===== config.mk =====
export PLATFORM = sky130hd
export DESIGN_NAME = kernel_mirror_writer
export DESIGN_NICKNAME = d
export VERILOG_FILES = /design/src/rtl/kmw_pkg.sv /design/src/rtl/kmw_pack.sv /design/src/rtl/kmw_mirror.sv /design/src/rtl/kmw_seq.sv /design/src/rtl/kernel_mirror_writer.sv
export SDC_FILE = /design/constraint.sdc
export NUM_CORES = 1
export LEC_CHECK = 0
export BUFFER_PORTS_ARGS = -buffer_cell sky130_fd_sc_hd__buf_4
export CAP_MARGIN = 30
export CORE_UTILIZATION = 30
export CTS_CLUSTER_SIZE = 10
export DETAILED_ROUTE_END_ITERATION = 7
export PLACE_DENSITY = 0.57
export SLEW_MARGIN = 20
export SYNTH_ARGS = -nofsm -noshare
export SYNTH_HDL_FRONTEND = slang
export SYNTH_SLANG_ARGS = --single-unit

===== constraint.sdc =====
create_clock -name clk -period 3.5 [get_ports clk]
set_input_delay 0.7 -clock clk [delete_from_list [all_inputs] [get_ports clk]]
set_output_delay 0.7 -clock clk [all_outputs]
set_load 0.02 [all_outputs]

===== src/rtl/kmw_pkg.sv =====
package kmw_pkg;

  // Number of words in the half-kernel: the coefficient list with the last
  // coefficient repeated once, rounded up to whole words.
  function automatic int unsigned half_words(int unsigned ncoef, int unsigned per_word);
    return (ncoef + per_word) / per_word;
  endfunction

  typedef enum logic {
    ST_IDLE = 1'b0,
    ST_RUN  = 1'b1
  } kmw_state_e;

endpackage


===== src/rtl/kmw_pack.sv =====
module kmw_pack #(
  parameter int NCOEF = 16,
  parameter int CW    = 9,
  parameter int WPW   = 3,
  parameter int NHALF = 6,
  parameter int DW    = 32
) (
  input  logic [NCOEF*CW-1:0] coef_i,
  output logic [NHALF*DW-1:0] half_o
);

  localparam int USED = WPW * CW;

  for (genvar w = 0; w < NHALF; w++) begin : g_word
    for (genvar s = 0; s < WPW; s++) begin : g_slot
      localparam int P = w * WPW + s;
      if (P < NCOEF) begin : g_coef
        assign half_o[w*DW + s*CW +: CW] = coef_i[P*CW +: CW];
      end else if (P == NCOEF) begin : g_dup
        // the final coefficient appears a second time at the pivot
        assign half_o[w*DW + s*CW +: CW] = coef_i[(NCOEF-1)*CW +: CW];
      end else begin : g_zero
        assign half_o[w*DW + s*CW +: CW] = '0;
      end
    end
    if (DW > USED) begin : g_pad
      assign half_o[w*DW + USED +: DW-USED] = '0;
    end
  end

endmodule


===== src/rtl/kmw_mirror.sv =====
module kmw_mirror #(
  parameter int NWORDS = 11,
  parameter int NHALF  = 6,
  parameter int IW     = 4,
  parameter int SW     = 3
) (
  input  logic [IW-1:0] idx_i,
  output logic [SW-1:0] sel_o
);

  localparam logic [IW-1:0] HALF_LIM = IW'(NHALF);
  localparam logic [IW-1:0] LAST_IDX = IW'(NWORDS - 1);

  logic [IW-1:0] rev_idx;

  always_comb begin
    rev_idx = LAST_IDX - idx_i;
    if (idx_i < HALF_LIM) sel_o = SW'(idx_i);
    else                  sel_o = SW'(rev_idx);
  end

endmodule


===== src/rtl/kmw_seq.sv =====
module kmw_seq
  import kmw_pkg::*;
#(
  parameter int NWORDS = 11,
  parameter int IW     = 4
) (
  input  logic          clk,
  input  logic          rst_n,
  input  logic          start_i,
  output logic          accept_o,
  output logic          busy_o,
  output logic [IW-1:0] idx_o,
  output logic          done_o
);

  localparam logic [IW-1:0] LAST_IDX = IW'(NWORDS - 1);

  kmw_state_e state_q;

  assign busy_o   = (state_q == ST_RUN);
  assign accept_o = start_i && (state_q == ST_IDLE);

  always_ff @(posedge clk) begin
    if (!rst_n) begin
      state_q <= ST_IDLE;
      idx_o   <= '0;
      done_o  <= 1'b0;
    end else begin
      done_o <= 1'b0;
      case (state_q)
        ST_IDLE: begin
          if (start_i) begin
            state_q <= ST_RUN;
            idx_o   <= '0;
          end
        end
        ST_RUN: begin
          if (idx_o == LAST_IDX) begin
            state_q <= ST_IDLE;
            idx_o   <= '0;
            done_o  <= 1'b1;
          end else begin
            idx_o <= idx_o + 1'b1;
          end
        end
        default: state_q <= ST_IDLE;
      endcase
    end
  end

endmodule


===== src/rtl/kernel_mirror_writer.sv =====
module kernel_mirror_writer
  import kmw_pkg::*;
#(
  parameter int NCOEF = 16,
  parameter int CW    = 9,
  parameter int WPW   = 3,
  parameter int AW    = 14,
  parameter int DW    = 32
) (
  input  logic                clk,
  input  logic                rst_n,
  input  logic                start_i,
  input  logic [AW-1:0]       base_i,
  input  logic [NCOEF*CW-1:0] coef_i,
  output logic                mem_we_o,
  output logic [AW-1:0]       mem_addr_o,
  output logic [DW-1:0]       mem_data_o,
  output logic                done_o
);

  localparam int NHALF  = half_words(NCOEF, WPW);
  localparam int KWORDS = 2 * NHALF - 1;
  localparam int IW     = $clog2(KWORDS);
  localparam int SW     = $clog2(NHALF);

  logic                accept;
  logic                busy;
  logic [IW-1:0]       idx;
  logic [SW-1:0]       sel;
  logic [NCOEF*CW-1:0] coef_q;
  logic [AW-1:0]       base_q;
  logic [NHALF*DW-1:0] half_flat;
  logic [DW-1:0]       half_words_a [NHALF];

  // inputs are captured only when a start is accepted
  always_ff @(posedge clk) begin
    if (!rst_n) begin
      coef_q <= '0;
      base_q <= '0;
    end else if (accept) begin
      coef_q <= coef_i;
      base_q <= base_i;
    end
  end

  kmw_seq #(
    .NWORDS (KWORDS),
    .IW     (IW)
  ) u_seq (
    .clk      (clk),
    .rst_n    (rst_n),
    .start_i  (start_i),
    .accept_o (accept),
    .busy_o   (busy),
    .idx_o    (idx),
    .done_o   (done_o)
  );

  kmw_pack #(
    .NCOEF (NCOEF),
    .CW    (CW),
    .WPW   (WPW),
    .NHALF (NHALF),
    .DW    (DW)
  ) u_pack (
    .coef_i (coef_q),
    .half_o (half_flat)
  );

  kmw_mirror #(
    .NWORDS (KWORDS),
    .NHALF  (NHALF),
    .IW     (IW),
    .SW     (SW)
  ) u_mirror (
    .idx_i (idx),
    .sel_o (sel)
  );

  for (genvar w = 0; w < NHALF; w++) begin : g_unflat
    assign half_words_a[w] = half_flat[w*DW +: DW];
  end

  assign mem_we_o   = busy;
  assign mem_addr_o = base_q + AW'(idx);
  assign mem_data_o = half_words_a[sel];

endmodule


Word level (Yosys, flattened, before mapping)
Cells that the tools add are included.
Operators by class
  add/subtract/negate cells: 3
  $mul: 0
  divide/modulo/power cells: 0
  order comparisons: 2
  equal/unequal tests: 2
  shifts and indexed selects: 0
  mux-type cells: 11
  bitwise operators: 2
  reductions and logical operators: 2
Operator list (number)
  $bmux 32 s3: 1
  $mux 32: 2
  $add 14x4->14: 1
  $mux 4: 2
  $pmux 4 s2: 1
  $add 4x1->4 const B: 1
  $eq 4x4->1 const B: 1
  $ge 4x4->1 const B: 1
  $lt 4x3->1 const B: 1
  $not 3->4: 1
  $mux 1: 3
  $mux 3: 1
  $sub 2x3->3 const A: 1
  $ne 2x2->1 const B: 1
  $pmux 1 s2: 1
  $reduce_and 2->1: 1
  $logic_and 1x1->1: 1
  $not 1->1: 1
Storage, ports and cells
  register bits: 164
  bits in latches: 0
  RAM bits: 0
  bits in read-only memories: 0
  bits of input ports: 161
  output and inout port bits: 48
  logic and storage cells: 27
  memories kept: 0

Longest topological paths before layout
Gate-level depths: netlist of the first run.
  word-level depth: 6
  mapped depth: 9
  gate-level depth less buffers: 6

Hierarchy
From an unflattened synthesis of the first run, not the netlist that was laid out.
Unflattened totals
  cells, all modules: 936
  area total of the unflattened synthesis: 9534.1 um^2
Modules (own cells, without submodules)
  kernel_mirror_writer: instances 1, cells each 702, area each 7742.4 um^2, sequential area each 3163.0 um^2
  kmw_pack: instances 1, cells each 193, area each 1445.1 um^2, sequential area each 0.0 um^2
  kmw_seq: instances 1, cells each 34, area each 292.8 um^2, sequential area each 120.1 um^2
  kmw_mirror: instances 1, cells each 7, area each 53.8 um^2, sequential area each 0.0 um^2

Worst setup path after synthesis of the first run
Ideal clock, no wire load.
  path type: reg2out
  from: register u_seq.idx_o[0]
  to: output mem_data_o[10]
  arrival: 2.054 ns
  data required time: 2.800 ns
  setup slack: 0.746 ns
  stages on the path, launching flop included: 9
  path buffers: 4
  path through: dfxtp_1 buf_2 inv_1 ha_1 buf_2 o311a_1 buf_6 buf_2 o221ai_1
Between the ends
  longest elaborated chain between the ends: 6
  elaborated cells between the ends (all ways): 7
  those cells by class: add/sub: 1; order compare: 1; mux: 4; bitwise: 1
RTL lines
  from (decl): line kmw_seq.sv:12  | output logic [IW-1:0] idx_o,
  from (signal assigned): line kmw_seq.sv:43  | idx_o <= idx_o + 1'b1;
  $lt 4x3->1 or $sub 2x3->3 (tied branches): line kmw_mirror.sv:18, kmw_mirror.sv:17
  $mux 3 (*): line kmw_mirror.sv:18  | if (idx_i < HALF_LIM) sel_o = SW'(idx_i);
  $not 3->4 (not written as such) (*): line kernel_mirror_writer.sv:86  | assign mem_data_o = half_words_a[sel];
  $bmux 32 s3 (*): line kernel_mirror_writer.sv:86
  $mux 32 (not written as such) (*) (2 in a row): line kernel_mirror_writer.sv:86
  to (decl): line kernel_mirror_writer.sv:17  | output logic [DW-1:0] mem_data_o,
Every way passes the cells marked *; elsewhere a longest branch is shown, timed or not. The select of a mux whose other input is x is not followed.

Worst setup path after layout of the first run
  from: register u_seq.idx_o[1]
  to: output mem_addr_o[12]
Between the ends
  longest elaborated chain between the ends: 1
RTL lines
  $add 14x4->14: line kernel_mirror_writer.sv:85  | assign mem_addr_o = base_q + AW'(idx);
  to (decl): line kernel_mirror_writer.sv:16  | output logic [AW-1:0] mem_addr_o,
Every way passes these cells.

==> impl_metrics.xml, run 1 <==
<?xml version="1.0" encoding="UTF-8"?>
<metrics>
  <group name="sta">
    <metric name="timing.final.hold_violations" unit="">0</metric>
    <metric name="timing.slew.headroom" unit="%">40.6</metric>
    <metric name="skew" unit="ps">9.60</metric>
    <metric name="max_frequency" unit="MHz">301</metric>
    <metric name="finalSetupViolCount" unit="">0</metric>
    <metric name="worst_pin_slew" unit="ps">891</metric>
    <metric name="grt_setup_unrepaired" unit="">false</metric>
    <metric name="fraction_of_the_cycle_the_final_worst_path_needs" unit="%">94.9</metric>
    <metric name="period_needed" unit="ps">3320</metric>
    <metric name="final-max-slew-violation-count" unit="">0</metric>
    <metric name="setup-tns-final" unit="ps">0</metric>
  </group>
  <group name="global_routing">
    <metric name="largest_net_degree_at_the_start_of_global_routing" unit="">119</metric>
    <metric name="top_usage_layer" unit="">met2</metric>
    <metric name="grt_antenna_before_repair" unit="">1</metric>
    <metric name="track_usage" unit="%">17.7</metric>
    <metric name="grt_pass1_wl" unit="um">38600</metric>
    <metric name="globalRouteMet3Util" unit="%">4.16</metric>
    <metric name="grt_pass1_vias" unit="">6951</metric>
    <metric name="grt.met1_usage" unit="%">22.3</metric>
    <metric name="globalRouteMet2Util" unit="%">30.7</metric>
    <metric name="grt_overflow_total" unit="">0</metric>
  </group>
  <group name="synthesis">
    <metric name="netlist_area_before_placement" unit="um^2">8180</metric>
    <metric name="yosys.cell_types.count" unit="">53</metric>
    <metric name="commonest_register_cell_after_synthesis" unit="">dfxtp_1</metric>
    <metric name="yosysTopAreaCellShare" unit="%">40.1</metric>
    <metric name="top_cell_types_by_occurrence_after_synthesis" unit="">340 x nand2_1, 164 x dfxtp_1, 161 x a21boi_0</metric>
    <metric name="synthesis.instances" unit="">961</metric>
    <metric name="synthArstFlopShare" unit="%">0</metric>
    <metric name="synth_top_area_cell" unit="">dfxtp_1</metric>
    <metric name="number_of_flops_mapped_to_enable_cells_by_yosys" unit="">0</metric>
    <metric name="sequential_cell_area_fraction_in_the_yosys_report" unit="%">40.1</metric>
    <metric name="ys_ff_latch" unit="">164</metric>
    <metric name="yosysWarnings" unit="">0</metric>
    <metric name="post_synth.cell_area_avg" unit="um^2">8.52</metric>
    <metric name="yosysMostFrequentCell" unit="">nand2_1</metric>
    <metric name="synthTopCellsByArea" unit="">dfxtp_1 40%, nand2_1 16%, a21boi_0 15%</metric>
  </group>
  <group name="placement">
    <metric name="hpwlAfterDp" unit="um">17200</metric>
    <metric name="buffer_ports.inserted" unit="">203</metric>
    <metric name="gp_routability_congestion" unit="">0.822</metric>
  </group>
  <group name="cts">
    <metric name="cts_max_path_buffers" unit="">2</metric>
    <metric name="clock_sink_count" unit="">164</metric>
    <metric name="cts_tree" unit="">built</metric>
    <metric name="clk_latency" unit="ps">430</metric>
    <metric name="cts_root_buf" unit="">clkbuf_16</metric>
    <metric name="cts.hold.buffers_added" unit="">0</metric>
    <metric name="cts_max_level" unit="">4</metric>
    <metric name="path_clk_slew" unit="ps">70</metric>
    <metric name="numCtsBuffers" unit="">17</metric>
  </group>
  <group name="drt">
    <metric name="route.antenna.remaining_nets" unit="">0</metric>
    <metric name="routed_wire_length_per_instance" unit="um">16.8</metric>
    <metric name="via_count" unit="">7088</metric>
    <metric name="routed_wl" unit="um">24800</metric>
    <metric name="drc_errors" unit="">2</metric>
    <metric name="vias_per_cell" unit="">4.81</metric>
    <metric name="firstDrtPassIters" unit="">6</metric>
    <metric name="initialDrtViolationCount" unit="">409</metric>
  </group>
  <group name="worst_setup_path">
    <metric name="worst_r2r_startpoint" unit="">u_seq.busy_o$_SDFF_PN0_</metric>
    <metric name="timing.critical_path.required" unit="ps">2800</metric>
    <metric name="worst-setup-path-type" unit="">flip-flop to output pin</metric>
    <metric name="max_stage_delay_on_crit_path" unit="ps">460</metric>
    <metric name="cpMostUsedCell" unit="">buf_4</metric>
    <metric name="cp.buffers_inverters" unit="">2</metric>
    <metric name="arrival_time_worst_endpoint" unit="ps">2620</metric>
    <metric name="cp_cell_sequence" unit="">buf_4 &gt; fa_1 &gt; a21o_1 &gt; a21oi_1 &gt; and4b_1 &gt; xor2_1 &gt; buf_4</metric>
    <metric name="worst_setup_path_end_kind" unit="">output pin</metric>
    <metric name="critPathSlowestCell" unit="">fa_1</metric>
    <metric name="critical_path_peak_fanout" unit="">11</metric>
    <metric name="crit_family" unit="">compound AO/OA/AOI/OAI gates</metric>
    <metric name="startpoint" unit="">u_seq.idx_o[1]$_SDFFE_PN0P_</metric>
    <metric name="setup.worst_path.start_class" unit="">flip-flop</metric>
  </group>
  <group name="power_and_ir_drop">
    <metric name="max-vdd-ir-drop" unit="uV">253</metric>
    <metric name="total_design_power" unit="mW">4.73</metric>
    <metric name="power.static_leakage" unit="nW">4.20</metric>
    <metric name="cell_area_power_density" unit="nW/um^2">450</metric>
  </group>
  <group name="run_status">
    <metric name="violations" unit="">DRC</metric>
    <metric name="run_status" unit="">finished with violations</metric>
  </group>
  <group name="floorplan">
    <metric name="std_cell_rows" unit="">60</metric>
    <metric name="dieArea" unit="um^2">27900</metric>
    <metric name="core-area" unit="um^2">26900</metric>
    <metric name="die_w" unit="um">167</metric>
    <metric name="die_span_in_y" unit="um">167</metric>
    <metric name="floorplan.initialDensity" unit="%">30.5</metric>
    <metric name="design.portCount" unit="">209</metric>
  </group>
  <group name="cells_and_area">
    <metric name="fillers" unit="">2766</metric>
    <metric name="ff_latch_area" unit="um^2">3290</metric>
    <metric name="drive_above_1_share" unit="%">26.6</metric>
    <metric name="diodes" unit="">0</metric>
    <metric name="syn2layout_area_growth" unit="%">28.6</metric>
    <metric name="layout.nets" unit="">1287</metric>
    <metric name="combined_area_of_the_multi_input_logic_cells" unit="um^2">4460</metric>
  </group>
  <group name="worst_hold_path">
    <metric name="hold_path.class" unit="">flip-flop to flip-flop</metric>
    <metric name="worstHoldStart" unit="">coef_q[108]$_SDFFE_PN0P_</metric>
  </group>
  <group name="flow_run">
    <metric name="max_cap_violations" unit="">0</metric>
  </group>
</metrics>
[area by class of cell]
| class | count | share of cell area, % |
|---|---|---|
| multi-input combinational | 712 | 42.3 |
| sequential | 164 | 31.2 |
| timing repair buffer | 219 | 16.1 |
| tap | 341 | 4.05 |
| clock buffer | 17 | 4.04 |
| clock inverter | 15 | 2.04 |
| inverter | 5 | 0.178 |
[what timing repair did]
action / CTS / global route
pin swaps: 0 / 0
setup buffers: 0 / 1
setup endpoints to repair: 26 / 27
gates resized for setup: 2 / 2
[kinds of logic after synthesis]
logic type	Yosys count	share of synthesized area, %
and+or+nand+nor	376	18.7
AOI/OAI and AO/OA	231	22.2
DFF	164	40.1
buffers and inverters	89	5.86
muxes	80	10.4
xor gates and xnor gates	13	1.48
adders and majority gates	7	1.16
other	1	0.0458
[state kept, by name, indices dropped and copies added, names as in the netlist]
signal	cells
coef_q	144
base_q	14
u_seq.idx_o	4
u_seq.busy_o	1
u_seq.done_o	1
[path summary, 6_finish.rpt]
check / to / slack (ps) / cells past startpoint
min: coef_q[108]$_SDFFE_PN0P_ / 460 / 2
max reg2reg: coef_q[43]$_SDFFE_PN0P_ / 1600 / 4
min reg2reg: coef_q[108]$_SDFFE_PN0P_ / 460 / 2
max: mem_addr_o[12] / 180 / 7
[layer usage]
layer / routed length [um] / up-vias
met4: 197 / 2
met1: 11000 / 3323
li1: - / 3567
met2: 12300 / 178
met5: 9 / -
met3: 1290 / 18
[where the power goes]
group          switching (mW)  leakage, nW  internal (mW)
sequential             0.0717         1.35           1.97
clock                   0.943        0.307           1.05
combinational           0.365         2.55          0.336
[metrics by stage]
stage                     hold slack (ps)  worst slack (ps)  instances  area, um^2  utilization, %
after floorplan                       440               746        965        8200               -
after global placement                449               369       1440        9860            36.7
after detailed placement              455               308       1440        9860            36.7
after CTS                             466              1.14       1472       10500            39.1
after global routing                  480              23.0       1473       10500            39.2
final                                 463               179       1473       10500            39.2
[cell usage in the layout (no fill, tap or decap), types with 2 or more instances in the layout]
cell and instances:
inv_1 5, o211ai_1 2, o22ai_2 3, nand2_1 340, ha_2 2, nand4_1 3
nor3b_1 2, a21o_1 2, and4_1 2, o21ai_0 7, dfxtp_1 163, a21oi_1 5
and3_1 2, xor2_1 5, a21boi_0 161, mux2_4 3, xnor2_1 7, o22ai_1 6
clkbuf_16 17, conb_1 5, ha_1 4, clkinv_4 2, or3_1 3, a221o_1 8
o21bai_1 2, nand4b_1 3, mux2i_1 46, a31oi_1 2, buf_12 3, nand3_1 4
o221ai_1 18, buf_4 214, and2_1 3, a221oi_1 9, mux2_2 31, inv_6 3
nand3b_1 4, clkinv_8 7
[worst min-delay path, delay by kind of cell, from the launching register on]
kind	cells	cell delay, ps
DFF	1	310
and+or+nand+nor	1	50
AOI/OAI and AO/OA	1	60
(Power assumes the default switching activity.)
==> inputs of run 2 (changes only) <==
--- a/config.mk
+++ b/config.mk
@@ -10,7 +10,6 @@
 export CORE_UTILIZATION = 30
 export CTS_CLUSTER_SIZE = 10
 export DETAILED_ROUTE_END_ITERATION = 7
-export PLACE_DENSITY = 0.57
 export SLEW_MARGIN = 20
 export SYNTH_ARGS = -nofsm -noshare
 export SYNTH_HDL_FRONTEND = slang
==> run 2 against run 1 <==
  * The run now ends clean
  * Clock power barely moved
  * Sequential share of layout area is 0.13 points lower
  * Utilization rose by 0.17 points
  * First-iteration DRC count grew 4.6%
  * Critical path type unchanged
  * Clock skew rose by 2.3 ps
  * Critical endpoint is now mem_data_o[19]
  * Register-to-register slack got worse by 110 ps
==> impl_metrics.xml, run 2 (synthesized netlist as in run 1, its figures left out) <==
<?xml version="1.0" encoding="UTF-8"?>
<metrics>
  <group name="run_status">
    <metric name="run_status" unit="">completed</metric>
  </group>
  <group name="placement">
    <metric name="hpwlAfterDp" unit="um">17500</metric>
    <metric name="place_inst" unit="">1444</metric>
    <metric name="gp_routability_congestion" unit="">0.833</metric>
    <metric name="buffer_ports.inserted" unit="">203</metric>
    <metric name="place_worst_setup_slack" unit="ps">529</metric>
    <metric name="detailed_place.area" unit="um^2">9910</metric>
  </group>
  <group name="global_routing">
    <metric name="grt_pass1_wl" unit="um">38400</metric>
    <metric name="largest_net_degree_at_the_start_of_global_routing" unit="">79</metric>
    <metric name="grt_antenna_before_repair" unit="">0</metric>
    <metric name="grt_pass1_vias" unit="">6855</metric>
    <metric name="grt_overflow_total" unit="">0</metric>
    <metric name="track_usage" unit="%">17.7</metric>
  </group>
  <group name="cells_and_area">
    <metric name="largest-register" unit="">coef_q</metric>
    <metric name="layoutNonFillerInstCount" unit="">1481</metric>
    <metric name="fillers" unit="">2769</metric>
    <metric name="combined_area_of_the_multi_input_logic_cells" unit="um^2">4460</metric>
    <metric name="ff_latch_area" unit="um^2">3290</metric>
    <metric name="final_cell_mix" unit="">340 x nand2_1, 222 x buf_4, 163 x dfxtp_1</metric>
    <metric name="drive_above_1_share" unit="%">26.9</metric>
    <metric name="layout.nets" unit="">1295</metric>
    <metric name="final_common_cell" unit="">nand2_1</metric>
    <metric name="largest_register_ffs" unit="">144</metric>
    <metric name="postLayoutCellArea" unit="um^2">10600</metric>
    <metric name="syn2layout_area_growth" unit="%">29.2</metric>
    <metric name="reg.largest.list" unit="">coef_q (144), base_q (14), u_seq.idx_o (4)</metric>
    <metric name="diodes" unit="">0</metric>
    <metric name="final_util" unit="%">39.3</metric>
  </group>
  <group name="drt">
    <metric name="initialDrtViolationCount" unit="">428</metric>
    <metric name="routed_wl" unit="um">24900</metric>
    <metric name="via_count" unit="">7171</metric>
    <metric name="vias_per_cell" unit="">4.84</metric>
    <metric name="drc_errors" unit="">0</metric>
    <metric name="routed_wire_length_per_instance" unit="um">16.8</metric>
    <metric name="firstDrtPassIters" unit="">7</metric>
    <metric name="route.antenna.remaining_nets" unit="">0</metric>
  </group>
  <group name="power_and_ir_drop">
    <metric name="internal-power" unit="mW">3.46</metric>
    <metric name="max-vdd-ir-drop" unit="uV">258</metric>
    <metric name="clock_power_share" unit="%">42.3</metric>
    <metric name="p_comb_share" unit="%">14.9</metric>
    <metric name="power.sequential.fraction" unit="%">42.8</metric>
    <metric name="netSwitchingFraction" unit="%">27.4</metric>
    <metric name="net-switching-power" unit="mW">1.31</metric>
    <metric name="total_design_power" unit="mW">4.77</metric>
    <metric name="cell_area_power_density" unit="nW/um^2">451</metric>
    <metric name="power.static_leakage" unit="nW">4.23</metric>
  </group>
  <group name="sta">
    <metric name="timing.slew.headroom" unit="%">48.8</metric>
    <metric name="skew" unit="ps">11.9</metric>
    <metric name="grt_setup_unrepaired" unit="">false</metric>
    <metric name="finalSetupViolCount" unit="">0</metric>
    <metric name="hold_ws" unit="ps">460</metric>
    <metric name="period_needed" unit="ps">3350</metric>
    <metric name="post-route-worst-setup-slack" unit="ps">147</metric>
    <metric name="max_frequency" unit="MHz">298</metric>
    <metric name="setup-tns-final" unit="ps">0</metric>
    <metric name="final-max-slew-violation-count" unit="">0</metric>
    <metric name="fraction_of_the_cycle_the_final_worst_path_needs" unit="%">95.8</metric>
    <metric name="timing.final.hold_violations" unit="">0</metric>
    <metric name="worst_pin_slew" unit="ps">767</metric>
  </group>
  <group name="worst_setup_path">
    <metric name="r2r_setup_slack" unit="ps">1490</metric>
    <metric name="worst-setup-path-type" unit="">flip-flop to output pin</metric>
    <metric name="critical_path_peak_fanout" unit="">21</metric>
    <metric name="arrival_time_worst_endpoint" unit="ps">2650</metric>
    <metric name="worst_r2r_startpoint" unit="">u_seq.busy_o$_SDFF_PN0_</metric>
    <metric name="r2r.worst_path.cells" unit="">4</metric>
    <metric name="setup.worst_path.start_class" unit="">flip-flop</metric>
    <metric name="regToRegEndpoint" unit="">coef_q[87]$_SDFFE_PN0P_</metric>
    <metric name="timing.critical_path.required" unit="ps">2800</metric>
    <metric name="worst_setup_path_end_kind" unit="">output pin</metric>
  </group>
  <group name="cts">
    <metric name="cts_tree" unit="">built</metric>
    <metric name="cts_root_buf" unit="">clkbuf_16</metric>
    <metric name="cts_max_path_buffers" unit="">2</metric>
    <metric name="clock_sink_count" unit="">164</metric>
    <metric name="numCtsBuffers" unit="">17</metric>
    <metric name="path_clk_slew" unit="ps">70</metric>
    <metric name="clk_latency" unit="ps">430</metric>
    <metric name="cts_max_level" unit="">4</metric>
  </group>
  <group name="worst_hold_path">
    <metric name="hold-path-endpoint" unit="">coef_q[78]$_SDFFE_PN0P_</metric>
    <metric name="hold_path.class" unit="">flip-flop to flip-flop</metric>
    <metric name="min_delay_path_depth" unit="">2</metric>
    <metric name="worstHoldStart" unit="">coef_q[78]$_SDFFE_PN0P_</metric>
  </group>
  <group name="flow_run">
    <metric name="max_cap_violations" unit="">0</metric>
  </group>
  <group name="floorplan">
    <metric name="dieArea" unit="um^2">27900</metric>
    <metric name="die_span_in_y" unit="um">167</metric>
    <metric name="design.portCount" unit="">209</metric>
    <metric name="die_w" unit="um">167</metric>
    <metric name="core-area" unit="um^2">26900</metric>
    <metric name="std_cell_rows" unit="">60</metric>
    <metric name="floorplan.initialDensity" unit="%">30.5</metric>
  </group>
</metrics>
## run 2: cell types whose count changed in the layout (fill, tap and decap cells not counted), moves of 2 or more
cell | before | now
bufinv_16 | 1 | 3
clkinvlp_4 | 0 | 2
ha_2 | 2 | 0
clkinv_8 | 7 | 0
buf_4 | 214 | 222
ha_1 | 4 | 6
## run 2: worst max path at each step
stage                          end                         from
global route        mem_addr_o[12]  u_seq.idx_o[0]$_SDFFE_PN0P_
CTS                 mem_data_o[25]  u_seq.idx_o[2]$_SDFFE_PN0P_
finish              mem_data_o[19]  u_seq.idx_o[2]$_SDFFE_PN0P_
detailed placement  mem_data_o[25]  u_seq.idx_o[2]$_SDFFE_PN0P_
global placement     mem_data_o[0]  u_seq.idx_o[1]$_SDFFE_PN0P_
floorplan           mem_data_o[10]  u_seq.idx_o[0]$_SDFFE_PN0P_
## run 2: repair_timing
item,CTS,global route
resized for setup,0,1
hold buffers,0,0
setup endpoints to repair,0,9
endpoints found under the hold margin,0,0
buffers inserted,0,5
## run 2: area by class of cell
| class | instances | area share (%) |
|---|---|---|
| multi-input cells | 712 | 42.2 |
| flip-flops and latches | 164 | 31.1 |
| repair buffers | 227 | 16.7 |
| clock buffers | 18 | 4.06 |
| well taps | 341 | 4.04 |
| clock inverters | 14 | 1.79 |
| inverters | 5 | 0.178 |
## run 2: critical path, stage by stage (launching register included)
cell and delay, ps:
dfxtp_1 640, buf_4 410, and2_1 240, o21ai_2 150, a221oi_1 460, a221o_1 190, buf_4 140
## run 2: power groups by stage
stage	clock, mW	sequential (mW)	combinational (mW)
after floorplan	0	2.06	0.413
after global placement	0	2.08	0.718
after detailed placement	0	2.08	0.721
after CTS	2.07	2.04	0.722
after global routing	2.15	2.05	0.779
final	2.01	2.04	0.712
## run 2: routing by layer
metal / GRT usage [%] / wire length, um
met5: 0 / 0
met4: 4.99 / 400
met3: 3.59 / 1160
met2: 30.3 / 12300
met1: 22.6 / 11000
